File: config.mk
export PLATFORM = sky130hd
export DESIGN_NAME = rdx_walker
export DESIGN_NICKNAME = d
export VERILOG_FILES = /design/src/rtl/rdx_walk_pkg.sv /design/src/rtl/rdx_walk_geom.sv /design/src/rtl/rdx_walk_index.sv /design/src/rtl/rdx_walk_leaf.sv /design/src/rtl/rdx_walker.sv
export SDC_FILE = /design/constraint.sdc
export NUM_CORES = 1
export LEC_CHECK = 0
export CAP_MARGIN = 20
export CORE_ASPECT_RATIO = 0.8
export CORE_MARGIN = 5
export CORE_UTILIZATION = 50
export CTS_BUF_LIST = sky130_fd_sc_hd__clkbuf_2 sky130_fd_sc_hd__clkbuf_4 sky130_fd_sc_hd__clkbuf_8
export DETAILED_ROUTE_END_ITERATION = 12
export PLACE_DENSITY = 0.78
export SLEW_MARGIN = 30
export SYNTH_ARGS = -nofsm -noshare
export SYNTH_HDL_FRONTEND = slang
export SYNTH_SLANG_ARGS = --single-unit
File: constraint.sdc
create_clock -name clk -period 19.5 [get_ports clk]
set_clock_uncertainty 0.1 [all_clocks]
set_input_delay 5.85 -clock clk [delete_from_list [all_inputs] [get_ports clk]]
set_output_delay 5.85 -clock clk [all_outputs]
set_load 0.05 [all_outputs]
File: src/rtl/rdx_walk_pkg.sv
// Package: shared widths, entry field positions and small helpers for the
// radix table walker. Assumes 64-bit entries in the fixed layout below.
package rdx_walk_pkg;

    localparam int ENT_W     = 64;   // entry and address width
    localparam int SZ_W      = 7;    // holds a bit count up to 63
    localparam int ISZ_W     = 5;    // index width field
    localparam int ENT_LOG   = 3;    // log2 of entry size in bytes
    localparam int VALID_BIT = 63;
    localparam int LEAF_BIT  = 62;
    localparam int NB_HI     = 59;
    localparam int NB_LO     = 8;
    localparam int RPN_HI    = 56;
    localparam int RPN_LO    = 12;
    localparam int TW_BIAS   = 31;   // added to the encoded total width

    typedef enum logic [1:0] {
        FLT_NONE   = 2'd0,
        FLT_NOENT  = 2'd1,
        FLT_BADCFG = 2'd2
    } fault_e;

    typedef enum logic [1:0] {
        ST_IDLE  = 2'd0,
        ST_ISSUE = 2'd1,
        ST_WAIT  = 2'd2
    } state_e;

    // Build a mask with bits hi..lo set.
    function automatic logic [ENT_W-1:0] field_mask(input int hi, input int lo);
        logic [ENT_W-1:0] m;
        m = '0;
        for (int b = lo; b <= hi; b++) m[b] = 1'b1;
        return m;
    endfunction

    localparam logic [ENT_W-1:0] NB_MASK  = field_mask(NB_HI, NB_LO);
    localparam logic [ENT_W-1:0] RPN_MASK = field_mask(RPN_HI, RPN_LO);

    // Next-level base carried by a directory entry or root descriptor.
    function automatic logic [ENT_W-1:0] entry_base(input logic [ENT_W-1:0] e);
        return e & NB_MASK;
    endfunction

    // Total translated width encoded in a root descriptor.
    function automatic logic [SZ_W-1:0] root_width(input logic [ENT_W-1:0] r);
        return SZ_W'({r[62:61], r[7:5]}) + SZ_W'(TW_BIAS);
    endfunction

endpackage

File: src/rtl/rdx_walk_geom.sv
// Geometry checker: decides whether the (level, remaining width, index width)
// triple is one of the supported radix shapes. Purely combinational; assumes
// the caller evaluates it before issuing the read for that level.
module rdx_walk_geom #(
    parameter int LVL_W     = 3,
    parameter int SZ_W      = 7,
    parameter int ISZ_W     = 5,
    parameter int LEVELS    = 4,
    parameter int ROOT_SIZE = 52,
    parameter int ROOT_ISZ  = 13,
    parameter int MID_ISZ   = 9,
    parameter int ALT_ISZ   = 5
) (
    input  logic [LVL_W-1:0] level,
    input  logic [SZ_W-1:0]  rem,
    input  logic [ISZ_W-1:0] isz,
    output logic             ok
);
    localparam int LAST = LEVELS - 1;

    // Classify the level and compare against its legal shapes.
    always_comb begin
        if (int'(level) == 0) begin
            ok = (rem == SZ_W'(ROOT_SIZE)) && (isz == ISZ_W'(ROOT_ISZ));
        end else if (int'(level) < LAST) begin
            ok = (isz == ISZ_W'(MID_ISZ));
        end else if (int'(level) == LAST) begin
            ok = (isz == ISZ_W'(MID_ISZ)) || (isz == ISZ_W'(ALT_ISZ));
        end else begin
            ok = 1'b0;
        end
    end

endmodule

File: src/rtl/rdx_walk_index.sv
// Entry address generator: aligns the table base to its table size and adds
// the scaled index taken from the effective address. Assumes rem >= isz when
// the geometry check passed; the result is unused otherwise.
module rdx_walk_index #(
    parameter int ENT_W   = 64,
    parameter int SZ_W    = 7,
    parameter int ISZ_W   = 5,
    parameter int ENT_LOG = 3
) (
    input  logic [ENT_W-1:0] ea,
    input  logic [ENT_W-1:0] base,
    input  logic [ISZ_W-1:0] isz,
    input  logic [SZ_W-1:0]  rem,
    output logic [ENT_W-1:0] ent_addr
);
    logic [SZ_W-1:0]  align_bits;
    logic [SZ_W-1:0]  shamt;
    logic [ENT_W-1:0] align_mask;
    logic [ENT_W-1:0] idx_mask;
    logic [ENT_W-1:0] idx;

    // Clear misaligned base bits and select the index field of the address.
    always_comb begin
        align_bits = SZ_W'(isz) + SZ_W'(ENT_LOG);
        align_mask = ~((ENT_W'(1) << align_bits) - ENT_W'(1));
        shamt      = rem - SZ_W'(isz);
        idx_mask   = (ENT_W'(1) << isz) - ENT_W'(1);
        idx        = (ea >> shamt) & idx_mask;
        ent_addr   = (base & align_mask) + (idx << ENT_LOG);
    end

endmodule

File: src/rtl/rdx_walk_leaf.sv
// Leaf composer: merges the page number of a leaf entry with the page offset
// of the effective address. Assumes page_bits < ENT_W.
module rdx_walk_leaf #(
    parameter int ENT_W = 64,
    parameter int SZ_W  = 7
) (
    input  logic [ENT_W-1:0] leaf,
    input  logic [ENT_W-1:0] ea,
    input  logic [SZ_W-1:0]  page_bits,
    input  logic [ENT_W-1:0] rpn_mask,
    output logic [ENT_W-1:0] raddr
);
    logic [ENT_W-1:0] off_mask;
    logic [ENT_W-1:0] rpn;

    // Take page frame bits above the offset and address bits below it.
    always_comb begin
        off_mask = (ENT_W'(1) << page_bits) - ENT_W'(1);
        rpn      = leaf & rpn_mask;
        raddr    = (rpn & ~off_mask) | (ea & off_mask);
    end

endmodule

File: src/rtl/rdx_walker.sv
// Radix table walker top. Accepts one walk at a time, reads one entry per
// level through a single-outstanding read port, and reports the translated
// address or a fault with a one-cycle done pulse. Assumes memory answers each
// read exactly once with rd_valid, at any latency of one cycle or more.
module rdx_walker #(
    parameter int LEVELS    = 4,
    parameter int ROOT_SIZE = 52,
    parameter int ROOT_ISZ  = 13,
    parameter int MID_ISZ   = 9,
    parameter int ALT_ISZ   = 5
) (
    input  logic        clk,
    input  logic        rst_n,
    input  logic        req_valid,
    output logic        req_ready,
    input  logic [63:0] req_ea,
    input  logic [63:0] req_root,
    output logic        rd_req,
    output logic [63:0] rd_addr,
    input  logic        rd_valid,
    input  logic [63:0] rd_data,
    output logic        done,
    output logic [1:0]  fault,
    output logic [63:0] res_addr,
    output logic [6:0]  res_psize,
    output logic [63:0] res_leaf
);
    import rdx_walk_pkg::*;

    localparam int LVL_W    = $clog2(LEVELS + 1);
    localparam int MIN_PAGE = ROOT_SIZE - ROOT_ISZ - (LEVELS - 1) * MID_ISZ;

    state_e            st_q;
    fault_e            fault_q;
    logic [ENT_W-1:0]  ea_q;
    logic [ENT_W-1:0]  base_q;
    logic [ISZ_W-1:0]  isz_q;
    logic [SZ_W-1:0]   rem_q;
    logic [LVL_W-1:0]  lvl_q;
    logic              geom_ok;
    logic [ENT_W-1:0]  ent_addr;
    logic [ENT_W-1:0]  leaf_addr;
    logic [SZ_W-1:0]   rem_next;

    // Remaining width once the current level's index bits are consumed.
    assign rem_next  = rem_q - SZ_W'(isz_q);
    // Handshake and read-port outputs.
    assign req_ready = (st_q == ST_IDLE);
    assign rd_req    = (st_q == ST_ISSUE) && geom_ok;
    assign rd_addr   = ent_addr;
    assign fault     = fault_q;

    rdx_walk_geom #(
        .LVL_W(LVL_W), .SZ_W(SZ_W), .ISZ_W(ISZ_W), .LEVELS(LEVELS),
        .ROOT_SIZE(ROOT_SIZE), .ROOT_ISZ(ROOT_ISZ),
        .MID_ISZ(MID_ISZ), .ALT_ISZ(ALT_ISZ)
    ) geom_i (
        .level (lvl_q),
        .rem   (rem_q),
        .isz   (isz_q),
        .ok    (geom_ok)
    );

    rdx_walk_index #(
        .ENT_W(ENT_W), .SZ_W(SZ_W), .ISZ_W(ISZ_W), .ENT_LOG(ENT_LOG)
    ) index_i (
        .ea       (ea_q),
        .base     (base_q),
        .isz      (isz_q),
        .rem      (rem_q),
        .ent_addr (ent_addr)
    );

    rdx_walk_leaf #(
        .ENT_W(ENT_W), .SZ_W(SZ_W)
    ) leaf_i (
        .leaf      (rd_data),
        .ea        (ea_q),
        .page_bits (rem_next),
        .rpn_mask  (RPN_MASK),
        .raddr     (leaf_addr)
    );

    // Walk sequencer: latch request, check geometry, read, descend or finish.
    always_ff @(posedge clk) begin
        if (!rst_n) begin
            st_q      <= ST_IDLE;
            fault_q   <= FLT_NONE;
            ea_q      <= '0;
            base_q    <= '0;
            isz_q     <= '0;
            rem_q     <= '0;
            lvl_q     <= '0;
            done      <= 1'b0;
            res_addr  <= '0;
            res_psize <= '0;
            res_leaf  <= '0;
        end else begin
            done <= 1'b0;
            case (st_q)
                ST_IDLE: begin
                    if (req_valid) begin
                        ea_q   <= req_ea;
                        base_q <= entry_base(req_root);
                        isz_q  <= req_root[ISZ_W-1:0];
                        rem_q  <= root_width(req_root);
                        lvl_q  <= '0;
                        st_q   <= ST_ISSUE;
                    end
                end
                ST_ISSUE: begin
                    if (!geom_ok) begin
                        done    <= 1'b1;
                        fault_q <= FLT_BADCFG;
                        st_q    <= ST_IDLE;
                    end else begin
                        st_q <= ST_WAIT;
                    end
                end
                ST_WAIT: begin
                    if (rd_valid) begin
                        if (!rd_data[VALID_BIT]) begin
                            done    <= 1'b1;
                            fault_q <= FLT_NOENT;
                            st_q    <= ST_IDLE;
                        end else if (rd_data[LEAF_BIT]) begin
                            done      <= 1'b1;
                            fault_q   <= FLT_NONE;
                            res_addr  <= leaf_addr;
                            res_psize <= rem_next;
                            res_leaf  <= rd_data;
                            st_q      <= ST_IDLE;
                        end else begin
                            base_q <= entry_base(rd_data);
                            isz_q  <= rd_data[ISZ_W-1:0];
                            rem_q  <= rem_next;
                            lvl_q  <= lvl_q + LVL_W'(1);
                            st_q   <= ST_ISSUE;
                        end
                    end
                end
                default: st_q <= ST_IDLE;
            endcase
        end
    end

    // a read request never repeats in the following cycle.
    p_single_read_r8: assert property (@(posedge clk) disable iff (!rst_n)
        rd_req |=> !rd_req)
        else $error("read request held for two cycles");

    // a response only arrives while a read is outstanding.
    p_resp_in_wait_r8: assert property (@(posedge clk) disable iff (!rst_n)
        rd_valid |-> (st_q == ST_WAIT))
        else $error("read response with no read outstanding");

    // completion is a single-cycle pulse.
    p_done_pulse_r9: assert property (@(posedge clk) disable iff (!rst_n)
        done |=> !done)
        else $error("done held for two cycles");

    // a request while busy does not disturb the latched address.
    p_busy_hold_r9: assert property (@(posedge clk) disable iff (!rst_n)
        (req_valid && !req_ready) |=> $stable(ea_q))
        else $error("busy request changed the walk address");

    // the level counter never passes the depth limit.
    p_level_bound_r4: assert property (@(posedge clk) disable iff (!rst_n)
        (st_q != ST_IDLE) |-> (int'(lvl_q) <= LEVELS))
        else $error("walk deeper than the level limit");

    // a successful walk reports a page size from the legal range.
    p_psize_ok_r7: assert property (@(posedge clk) disable iff (!rst_n)
        (done && fault_q == FLT_NONE) |->
            (int'(res_psize) >= MIN_PAGE && int'(res_psize) <= ROOT_SIZE - ROOT_ISZ))
        else $error("page size outside the legal range");

endmodule

==> summary.txt <==
Status
  – Status: finished, final reports clean

Power and ir drop
  – Switching Fraction: between 40% and 50%
  – Worst IR Drop VDD: 0.0707 mV
  – Int Power: between 1 and 1.5 mW
  – Comb power frac: between 50% and 60%
  – Clk pwr share: 25.2%
  – P per Cell Area: 100 nW/µm²
  – Leak pwr: 9.38 nW
  – Net Sw Power: 1.15 mW
  – Sequential Power Share: about 24%

Global routing
  – Vias in the first global route: between 20000 and 25000
  – First-pass GRT wire length: between 100000 and 150000 µm
  – Initial antenna violation count: 4
  – Pin count of the biggest net entering global routing: between 100 and 150
  – Total GRT Usage: 38.1%
  – Global route overflow: 0

Timing
  – Max Slew Vio Count: 0
  – Tmin final: between 15000 and 20000 ps
  – Unrepaired setup endpoints after global routing: false
  – Fin Hold WS: 354 ps
  – Final setup fails: 0
  – Hold Fails Final Rpt: 0
  – Slew Limit Headroom: 31.0%
  – Setup TNS: 0 ps
  – Final period utilization: about four fifths
  – FMAX: 0.0628 GHz
  – Worst slew pin tran: just over 1000 ps

Yosys
  – Yosys reg bits: 270
  – Mapped Area: approximately 20000 µm²
  – Async set-reset flop share out of synthesis: 0%
  – Post-synth EDFFs: 0
  – Post-Synthesis Cells: 2646
  – Distinct cells, synth: between 90 and 100
  – YS warnings: 0
  – Mean Syn Cell Area: about 7.5 µm²
  – Sequential area share after synthesis: between 20% and 30%
  – Top FF cell, synth: dfxtp_1

Clock network
  – CTS tree: built
  – Worst skew pair latency: between 600 and 700 ps
  – Hold_buf cts: 0
  – H-tree levels: 2
  – Root buf cell: clkbuf_8
  – Post CTS Setup Buffer Count: 0
  – Clock transition at path regs: approximately 70 ps
  – Number of buffers created by CTS: 46
  – CTS Buffer Depth: 3
  – CTS sink count: 270
  – CTS resizes: 0

Worst setup path
  – Worst-path fanout max: 64
  – CP peak stage delay: approximately 1000 ps
  – Kind of end point of the critical path: output port
  – Crit path DAT: between 9000 and 10000 ps
  – Worst R2R Setup Slack: roughly 13000 ps
  – Cell mode on critical path: o21ai_0
  – Crit start category: flip-flop
  – Worst path required time: ~14000 ps
  – Slowest-stage cell, CP: fa_4
  – CP cell instances: clkinv_1 > fa_4 > buf_6 > o21ai_0 > o21ai_0 > o21ai_0 > nor2_1 > a211oi_1 > a2111oi_0 > ha_1 > o21ai_0 > o21ai_0 > a21oi_1 > a311oi_1 > o31ai_1 > a2111oi_1 > nor4b_1 > nor4_1 > clkdlybuf4s50_1
  – Worst Path Class, Setup: reg2out

Placement
  – Placed cells: around 3400
  – Post-DP Area: around 24000 µm²
  – HPWL after detailed placement: about 67000 µm
  – Gpl congestion: 1.02
  – IO buf count: approximately 390

Final layout
  – Layout Cells excl Fill: between 3000 and 4000
  – Final nets: 3157
  – Fin area: ~25000 µm²
  – Synth-to-layout area growth: 26.1%
  – Layout cells sized above 1: 7.17%

Job
  – Number of max-cap violations: 0

Die
  – Die H: ~190 µm
  – Die footprint: around 44000 µm²
  – Rows: between 60 and 70
  – Ports: 400
  – Core Area: between 30000 and 40000 µm²
  – Initial core utilization: 50.5%
  – Overall die width: around 230 µm

Detailed routing
  – DR pass1 iterations: 6
  – Wirelength, routed: ~88000 µm
  – DRC errors left: 0
  – DRT antenna net count: 0
  – Via density: between 6 and 7
  – Iter 0 DRT Violations: about 3000
  – Vias: between 20000 and 25000
  – Routed wire per std cell: 25.4 µm

Worst hold path
  – Hold crit path type: reg2reg
## per-layer routing
metal | vias up | track usage (%) | wire (µm)
met1 | 10500 | 51.1 | 35500
met2 | 1347 | 57.2 | 37600
met5 | - | 0 | 12
li1 | 10000 | - | -
met4 | 2 | 16.9 | 4760
met3 | 232 | 10.7 | 10300
## cell usage in the layout, fill, tap and decap left out, types with 17 or more instances in the layout
cell type,count
mux4_2,33
a311oi_1,18
a31oi_1,22
nor3_1,37
and2_1,20
nand2_1,489
dfxtp_1,270
clkdlybuf4s50_1,393
clkbuf_8,61
ha_1,65
o211ai_1,25
mux2i_1,165
nor2_1,248
and3_1,20
a21o_1,30
nand3_1,45
xnor2_1,39
o21ai_0,104
inv_1,38
a21oi_1,293
nand4_1,20
a211oi_1,119
buf_4,29
conb_1,17
## stage by stage
step	power [mW]	setup slack, ps	util, %
3_5_place_dp	1.83	4400	60.6
2_1_floorplan	1.45	6820	-
3_3_place_gp	1.82	4430	60.6
4_1_cts	2.46	3670	63.5
6_report	2.51	3580	63.6
5_1_grt	2.60	3210	63.6
## power by group through the flow
| stage | combinational, mW | sequential, mW | clock (mW) |
|---|---|---|---|
| finish | 1.26 | 0.610 | 0.632 |
| global route | 1.32 | 0.611 | 0.664 |
| CTS | 1.22 | 0.608 | 0.637 |
| detailed placement | 1.21 | 0.620 | 0 |
| global placement | 1.20 | 0.619 | 0 |
| floorplan | 0.849 | 0.601 | 0 |
## sequential cells by signal, indices dropped and copies added (netlist names)
name	cells
base_q	52
isz_q	5
res_leaf	63
st_q	2
ea_q	64
res_addr	64
res_psize	7
fault	2
rem_q	7
lvl_q	3
done	1
## synth_stat cells (all sizes together), types with 16 or more instances
library cell  count  area (µm²)
a21oi           295        1490
nand3            46         235
a211oi          122         938
and2             22         140
clkbuf          156         586
nor2            251         947
nand2           491        1850
mux4             33         743
a311oi           19         184
a21o             31         234
a31oi            23         159
mux2i           165        1650
nor3             39         211
o21a             17         129
xnor2            41         359
o211ai           25         188
o21ai           107         543
inv              40         150
nor4             17         149
and3             20         125
nand4            21         138
xor2             16         148
dfxtp           270        5410
a2111oi          18         160
ha               67         838
buf              87         420
## cell type report
class | instances | area (µm²)
clock buffers | 71 | 915
well taps | 536 | 671
repair buffers | 425 | 4190
multi-input cells | 2106 | 13500
flip-flops and latches | 270 | 5410
clock inverters | 14 | 219
fillers | 3494 | 14300
diodes | 3 | 7.51
inverters | 43 | 166
## path summary, 6_finish.rpt
check,startpoint,to,cells after the start
worst max register to register,isz_q[2],res_addr[32],17
worst min register to register,res_addr[9],res_addr[9],2
worst max-delay path,isz_q[1],rd_addr[57],19
worst min-delay path,res_addr[9],res_addr[9],2
## critical path: cells and delay by family, from the launching register on
kind / cells / cell delay [ps]
simple gates: 3 / 790
flops: 1 / 730
compound gates: 11 / 4420
buf+inv: 3 / 1940
fa+ha+maj: 2 / 1400
## cell families after synthesis
family	count (synthesis)	synth area share, %
mux	210	12.7
fa+ha+maj	69	4.42
compound gates	792	26.2
other cells	1	0.0189
simple gates	961	21.0
buf+inv	286	5.88
flops	270	27.2
xor+xnor	57	2.55
No activity file was read; power rests on OpenSTA's default activity.
